[config.mk]
export PLATFORM = sky130hd
export DESIGN_NAME = cpu_clk_prescaler
export DESIGN_NICKNAME = d
export VERILOG_FILES = /design/src/rtl/cps_pkg.sv /design/src/rtl/cps_startup.sv /design/src/rtl/cps_divider.sv /design/src/rtl/cps_halver.sv /design/src/rtl/cpu_clk_prescaler.sv
export SDC_FILE = /design/constraint.sdc
export NUM_CORES = 1
export LEC_CHECK = 0
export BUFFER_PORTS_ARGS = -buffer_cell sky130_fd_sc_hd__buf_4
export CORE_MARGIN = 4
export CORE_UTILIZATION = 30
export CTS_BUF_LIST = sky130_fd_sc_hd__clkbuf_8
export CTS_CLUSTER_DIAMETER = 100
export DETAILED_ROUTE_END_ITERATION = 6
export SKIP_LAST_GASP = 1
export SYNTH_ARGS = -nofsm -noshare
export SYNTH_HDL_FRONTEND = slang
export SYNTH_SLANG_ARGS = --single-unit
[constraint.sdc]
create_clock -name clk -period 4.4 [get_ports clk]
set_input_delay 0.66 -clock clk [delete_from_list [all_inputs] [get_ports clk]]
set_output_delay 0.66 -clock clk [all_outputs]
set_load 0.005 [all_outputs]
[src/rtl/cps_pkg.sv]
package cps_pkg;
  typedef enum logic [2:0] {
    SRC_RC   = 3'd0,
    SRC_XLO  = 3'd1,
    SRC_XMID = 3'd2,
    SRC_XHI  = 3'd3,
    SRC_EXT  = 3'd4
  } osc_src_e;

  function automatic logic is_crystal(input logic [2:0] sel);
    return (sel == SRC_XLO) || (sel == SRC_XMID) || (sel == SRC_XHI);
  endfunction
endpackage

[src/rtl/cps_startup.sv]
module cps_startup #(
  parameter int SHORT_CNT = 256,
  parameter int LONG_CNT  = 1024
) (
  input  logic       clk,
  input  logic       rst_n,
  input  logic [2:0] src_sel,
  input  logic       clear,
  output logic       ready
);
  import cps_pkg::*;
  localparam int CNT_W = $clog2(LONG_CNT + 1);
  localparam logic [CNT_W-1:0] SHORT_LAST = CNT_W'(SHORT_CNT - 1);
  localparam logic [CNT_W-1:0] LONG_LAST  = CNT_W'(LONG_CNT - 1);

  logic [CNT_W-1:0] cnt_q, cnt_d;
  logic             rdy_q, rdy_d;
  logic [CNT_W-1:0] last;

  always_comb begin
    last  = is_crystal(src_sel) ? LONG_LAST : SHORT_LAST;
    cnt_d = cnt_q;
    rdy_d = rdy_q;
    if (clear) begin
      cnt_d = '0;
      rdy_d = 1'b0;
    end else if (!rdy_q) begin
      cnt_d = cnt_q + 1'b1;
      if (cnt_q >= last) rdy_d = 1'b1;
    end
  end

  always_ff @(posedge clk or negedge rst_n) begin
    if (!rst_n) begin
      cnt_q <= '0;
      rdy_q <= 1'b0;
    end else begin
      cnt_q <= cnt_d;
      rdy_q <= rdy_d;
    end
  end

  assign ready = rdy_q;

  p_clear_restarts_r5: assert property (@(posedge clk) disable iff (!rst_n)
    clear |=> (!rdy_q && cnt_q == '0));
  p_ready_sticky_r5: assert property (@(posedge clk) disable iff (!rst_n)
    (rdy_q && !clear) |=> rdy_q);
endmodule

[src/rtl/cps_divider.sv]
module cps_divider #(
  parameter int DIV_W = 8
) (
  input  logic             clk,
  input  logic             rst_n,
  input  logic             run,
  input  logic             wr,
  input  logic [DIV_W-1:0] wdata,
  output logic             tick
);
  localparam int CNT_W = DIV_W + 1;

  logic [DIV_W-1:0] n_q, n_d, pend_q, pend_d;
  logic             pv_q, pv_d;
  logic [CNT_W-1:0] cnt_q, cnt_d;
  logic [CNT_W-1:0] last;
  logic             term;

  always_comb begin
    last   = (n_q == '0) ? '0 : {n_q, 1'b1};
    term   = run && (cnt_q == last);
    n_d    = n_q;
    pend_d = pend_q;
    pv_d   = pv_q;
    cnt_d  = cnt_q;
    if (!run)      cnt_d = '0;
    else if (term) cnt_d = '0;
    else           cnt_d = cnt_q + 1'b1;
    if ((term || !run) && pv_q) begin
      n_d  = pend_q;
      pv_d = 1'b0;
    end
    if (wr) begin
      pend_d = wdata;
      pv_d   = 1'b1;
    end
  end

  always_ff @(posedge clk or negedge rst_n) begin
    if (!rst_n) begin
      n_q    <= '0;
      pend_q <= '0;
      pv_q   <= 1'b0;
      cnt_q  <= '0;
    end else begin
      n_q    <= n_d;
      pend_q <= pend_d;
      pv_q   <= pv_d;
      cnt_q  <= cnt_d;
    end
  end

  assign tick = term;

  p_ratio_held_midperiod_r9: assert property (@(posedge clk) disable iff (!rst_n)
    (run && !term) |=> $stable(n_q));
  p_count_in_range_r8: assert property (@(posedge clk) disable iff (!rst_n)
    cnt_q <= {n_q, 1'b1});
endmodule

[src/rtl/cps_halver.sv]
module cps_halver (
  input  logic clk,
  input  logic rst_n,
  input  logic run,
  input  logic half,
  input  logic tick_in,
  output logic tick_out
);
  logic ph_q, ph_d;

  always_comb begin
    tick_out = tick_in && (!half || ph_q);
    ph_d     = ph_q;
    if (!run || !half) ph_d = 1'b0;
    else if (tick_in)  ph_d = ~ph_q;
  end

  always_ff @(posedge clk or negedge rst_n) begin
    if (!rst_n) ph_q <= 1'b0;
    else        ph_q <= ph_d;
  end

  p_half_alternates_r7: assert property (@(posedge clk) disable iff (!rst_n)
    (tick_out && half) |=> (!half || !tick_out));
endmodule

[src/rtl/cpu_clk_prescaler.sv]
module cpu_clk_prescaler #(
  parameter int SHORT_CNT = 256,
  parameter int LONG_CNT  = 1024,
  parameter int DIV_W     = 8
) (
  input  logic             clk,
  input  logic             rst_n,
  input  logic [2:0]       src_sel,
  input  logic             compat_half,
  input  logic             div_wr,
  input  logic [DIV_W-1:0] div_data,
  input  logic             pwr_down,
  input  logic             pmon_rst,
  output logic             cpu_ce,
  output logic             clk_ready
);
  logic [1:0] rsync_q;
  logic       rst_i_n;
  logic       ready, tick_a, tick_b;

  always_ff @(posedge clk or negedge rst_n) begin
    if (!rst_n) rsync_q <= 2'b00;
    else        rsync_q <= {rsync_q[0], 1'b1};
  end
  assign rst_i_n = rsync_q[1];

  cps_startup #(.SHORT_CNT(SHORT_CNT), .LONG_CNT(LONG_CNT)) u_start (
    .clk(clk), .rst_n(rst_i_n), .src_sel(src_sel),
    .clear(pwr_down || pmon_rst), .ready(ready)
  );

  cps_divider #(.DIV_W(DIV_W)) u_div (
    .clk(clk), .rst_n(rst_i_n), .run(ready),
    .wr(div_wr), .wdata(div_data), .tick(tick_a)
  );

  cps_halver u_half (
    .clk(clk), .rst_n(rst_i_n), .run(ready),
    .half(compat_half), .tick_in(tick_a), .tick_out(tick_b)
  );

  assign cpu_ce    = ready && tick_b;
  assign clk_ready = ready;

  p_no_ce_before_ready_r4: assert property (@(posedge clk) disable iff (!rst_i_n)
    $rose(clk_ready) |-> $past(!cpu_ce));
endmodule

==> flow_summary.yaml <==
run_status:
  status: "completed"
yosys:
  async_flop_share_pct: 100
  synth_seq_cells: 41
  synth.avg_cell_area_sq_um: 11.9
  syn_area_sq_um: 1880
  yosys.cell_types.count: 34
  synth_edf_count: 0
  synth_cells: 158
  synthFlopType: "dfrtp_1"
  ys_seq_area_share_pct: 54.6
  syn_nets: 179
  ys_warn_count: 0
route:
  drtPass1Iterations: 4
  postRouteAntennaNets: 0
  wirelength_um: 3100
  avgRoutedWirePerCell_um: 12.1
  vias: 1194
  drc_errors: 0
  drtIter0Drc: 61
  via_per_inst: 4.65
clock_network:
  htree_levels: 2
  worstSkewPairLatency_ps: 290
  clk_pin_slew_worst_paths_ps: 70
  cts_made_buffers: 5
  cts_root_buffer: "clkbuf_8"
  ctsHoldBuffers: 0
  cts_tree: "built"
  clock-sinks: 41
  cts_resized: 0
  post-cts-setup-buffers: 0
  ctsLongestPathBuffers: 2
grt:
  grt_pass1_wl_um: 5600
  overflow: 0
  grt_max_degree: 40
  antenna_found_initial: 0
  grtUsageTotal_pct: 9.35
  first_global_vias: 1266
cells_and_area:
  drive_gt1_share_pct: 26.9
  diodes: 0
  final_cells: 257
  syn_to_final_growth_pct: 16.2
  nNetsFinal: 202
floorplan:
  ios: 19
  chipHeight_um: 87.2
  start_util_pct: 31.4
  die_w_um: 87.2
  fp-row-count: 28
  die-area_sq_um: 7600
  core_area_sq_um: 5990
critical_path:
  cp.arrival_ps: 1880
  crit-reg2reg-launch: "u_div.n_q[1]$_DFFE_PN0P_"
  crit_path_end: "cpu_ce"
  required_ps: 3740
  start_kind: "flip-flop"
  reg2reg_depth: 5
  crit_type: "flip-flop to output port"
  end_kind: "output port"
  path_max_fanout: 6
  r2r_setup_slack_ps: 2340
  rr_endpoint: "u_div.n_q[1]$_DFFE_PN0P_"
  crit_start: "u_div.n_q[1]$_DFFE_PN0P_"
power:
  p_leak_nw: 0.995
  peakVddDrop_mv: 0.187
  cellPowerDensity_nw_per_um2: 322
sta:
  final_hold_viol_count: 0
  period_share_pct: 57.7
  max_freq_ghz: 0.394
  fin_worst_skew_ps: 5.52
  period_needed_ps: 2540
  setup_tns_ps: 0
  setup_violations: 0
  rsz0062_at_grt: "false"
  finalMaxSlewViolations: 0
placed_design:
  dp_cells: 249
  io_buffers: 18
  hpwl_um: 2250
  gp_congestion: 0.737
hold_path:
  worstHoldPathType: "input pin to async pin"
run:
  cap_violations: 0
## critical path, cell delays in order (launching register included)
cell	delay, ps
dfrtp_1	400
nor4_1	390
a21boi_0	180
o211ai_2	380
nor2_1	90
buf_4	140
## through the flow
stage	hold WS [ps]	instance area, sq um	setup WS, ps	util [%]	power, W
after floorplan	331	1880	2510	-	0.000462
after global placement	316	2100	2210	35.1	0.000484
after detailed placement	316	2100	2160	35.1	0.000486
after CTS	127	2180	1840	36.5	0.000718
after global routing	119	2180	1750	36.5	0.000738
final	141	2180	1860	36.5	0.000704
## logic make-up after synthesis
family	share of synthesized area [%]
and+or+nand+nor	15.4
DFF	54.6
xor gates and xnor gates	10.7
muxes	10.1
AOI/OAI and AO/OA	5.32
buffers and inverters	1.06
adders and majority gates	2.66
other	0.199
## per-layer routing
metal / vias up / share of wire (%) / track usage [%]
li1: 585 / - / -
met2: 14 / 50 / 16.4
met3: 5 / 3.4 / 2.93
met1: 590 / 45 / 10.6
met4: 0 / 1.0 / 3.35
met5: - / 0 / 0
## synth_stat cells (all sizes together), types with 2 or more instances
| cell type | number | area (sq um) |
|---|---|---|
| nand2 | 9 | 33.8 |
| and3b | 2 | 18.8 |
| o21ai | 4 | 20.0 |
| clkbuf | 2 | 7.51 |
| mux2 | 16 | 180 |
| nor2 | 19 | 71.3 |
| a21boi | 2 | 26.3 |
| or2 | 2 | 12.5 |
| nand3 | 5 | 25.0 |
| or3 | 2 | 12.5 |
| xor2 | 17 | 149 |
| xnor2 | 6 | 52.6 |
| a21oi | 5 | 25.0 |
| nor4 | 4 | 46.3 |
| inv | 2 | 7.51 |
| ha | 4 | 50.1 |
| dfrtp | 41 | 1030 |
| and3 | 5 | 32.5 |
## power breakdown
group / internal, W / switching (W)
Sequential: 0.000397 / 0.0000157
Combinational: 0.0000357 / 0.0000275
Clock: 0.000106 / 0.000122
Total: 0.000539 / 0.000165
## layout make-up
class | instances | area, sq um
Timing Repair Buffer | 19 | 143
Sequential cell | 41 | 1030
Multi-Input combinational cell | 112 | 835
Clock inverter | 3 | 11.3
Fill cell | 576 | 3810
Clock buffer | 5 | 68.8
Inverter | 2 | 7.51
Tap cell | 75 | 93.8
## state kept, by name, indices dropped and copies added, names as in the netlist
name / count
u_div.cnt_q: 9
u_start.cnt_q: 11
u_div.pv_q: 1
u_half.ph_q: 1
u_div.pend_q: 8
rsync_q: 2
u_div.n_q: 8
u_start.ready: 1
## worst min path at each step
stage	to	cells after the start	slack [ps]
final	rsync_q[0]$_DFF_PN0_	1	140
after global routing	rsync_q[1]$_DFF_PN0_	1	120
after CTS	rsync_q[0]$_DFF_PN0_	1	130
after detailed placement	u_start.cnt_q[0]$_DFFE_PN0P_	1	320
after global placement	u_start.cnt_q[0]$_DFFE_PN0P_	1	320
after floorplan	rsync_q[1]$_DFF_PN0_	0	330
## layout by cell type, fill, tap and decap left out, drive strengths merged, types with 2 or more instances in the layout
| cell | synthesis | layout |
|---|---|---|
| or2 | 2 | 2 |
| buf | 1 | 19 |
| o21ai | 4 | 4 |
| and3 | 5 | 5 |
| nand3 | 5 | 5 |
| xor2 | 17 | 17 |
| xnor2 | 6 | 6 |
| and3b | 2 | 2 |
| mux2 | 16 | 16 |
| nor2 | 19 | 19 |
| a21oi | 5 | 5 |
| ha | 4 | 4 |
| nand2 | 9 | 9 |
| inv | 2 | 5 |
| nor4 | 4 | 4 |
| clkbuf | 2 | 5 |
| a21boi | 2 | 2 |
| or3 | 2 | 2 |
| dfrtp | 41 | 41 |
Power figures use the tool's default switching activity.
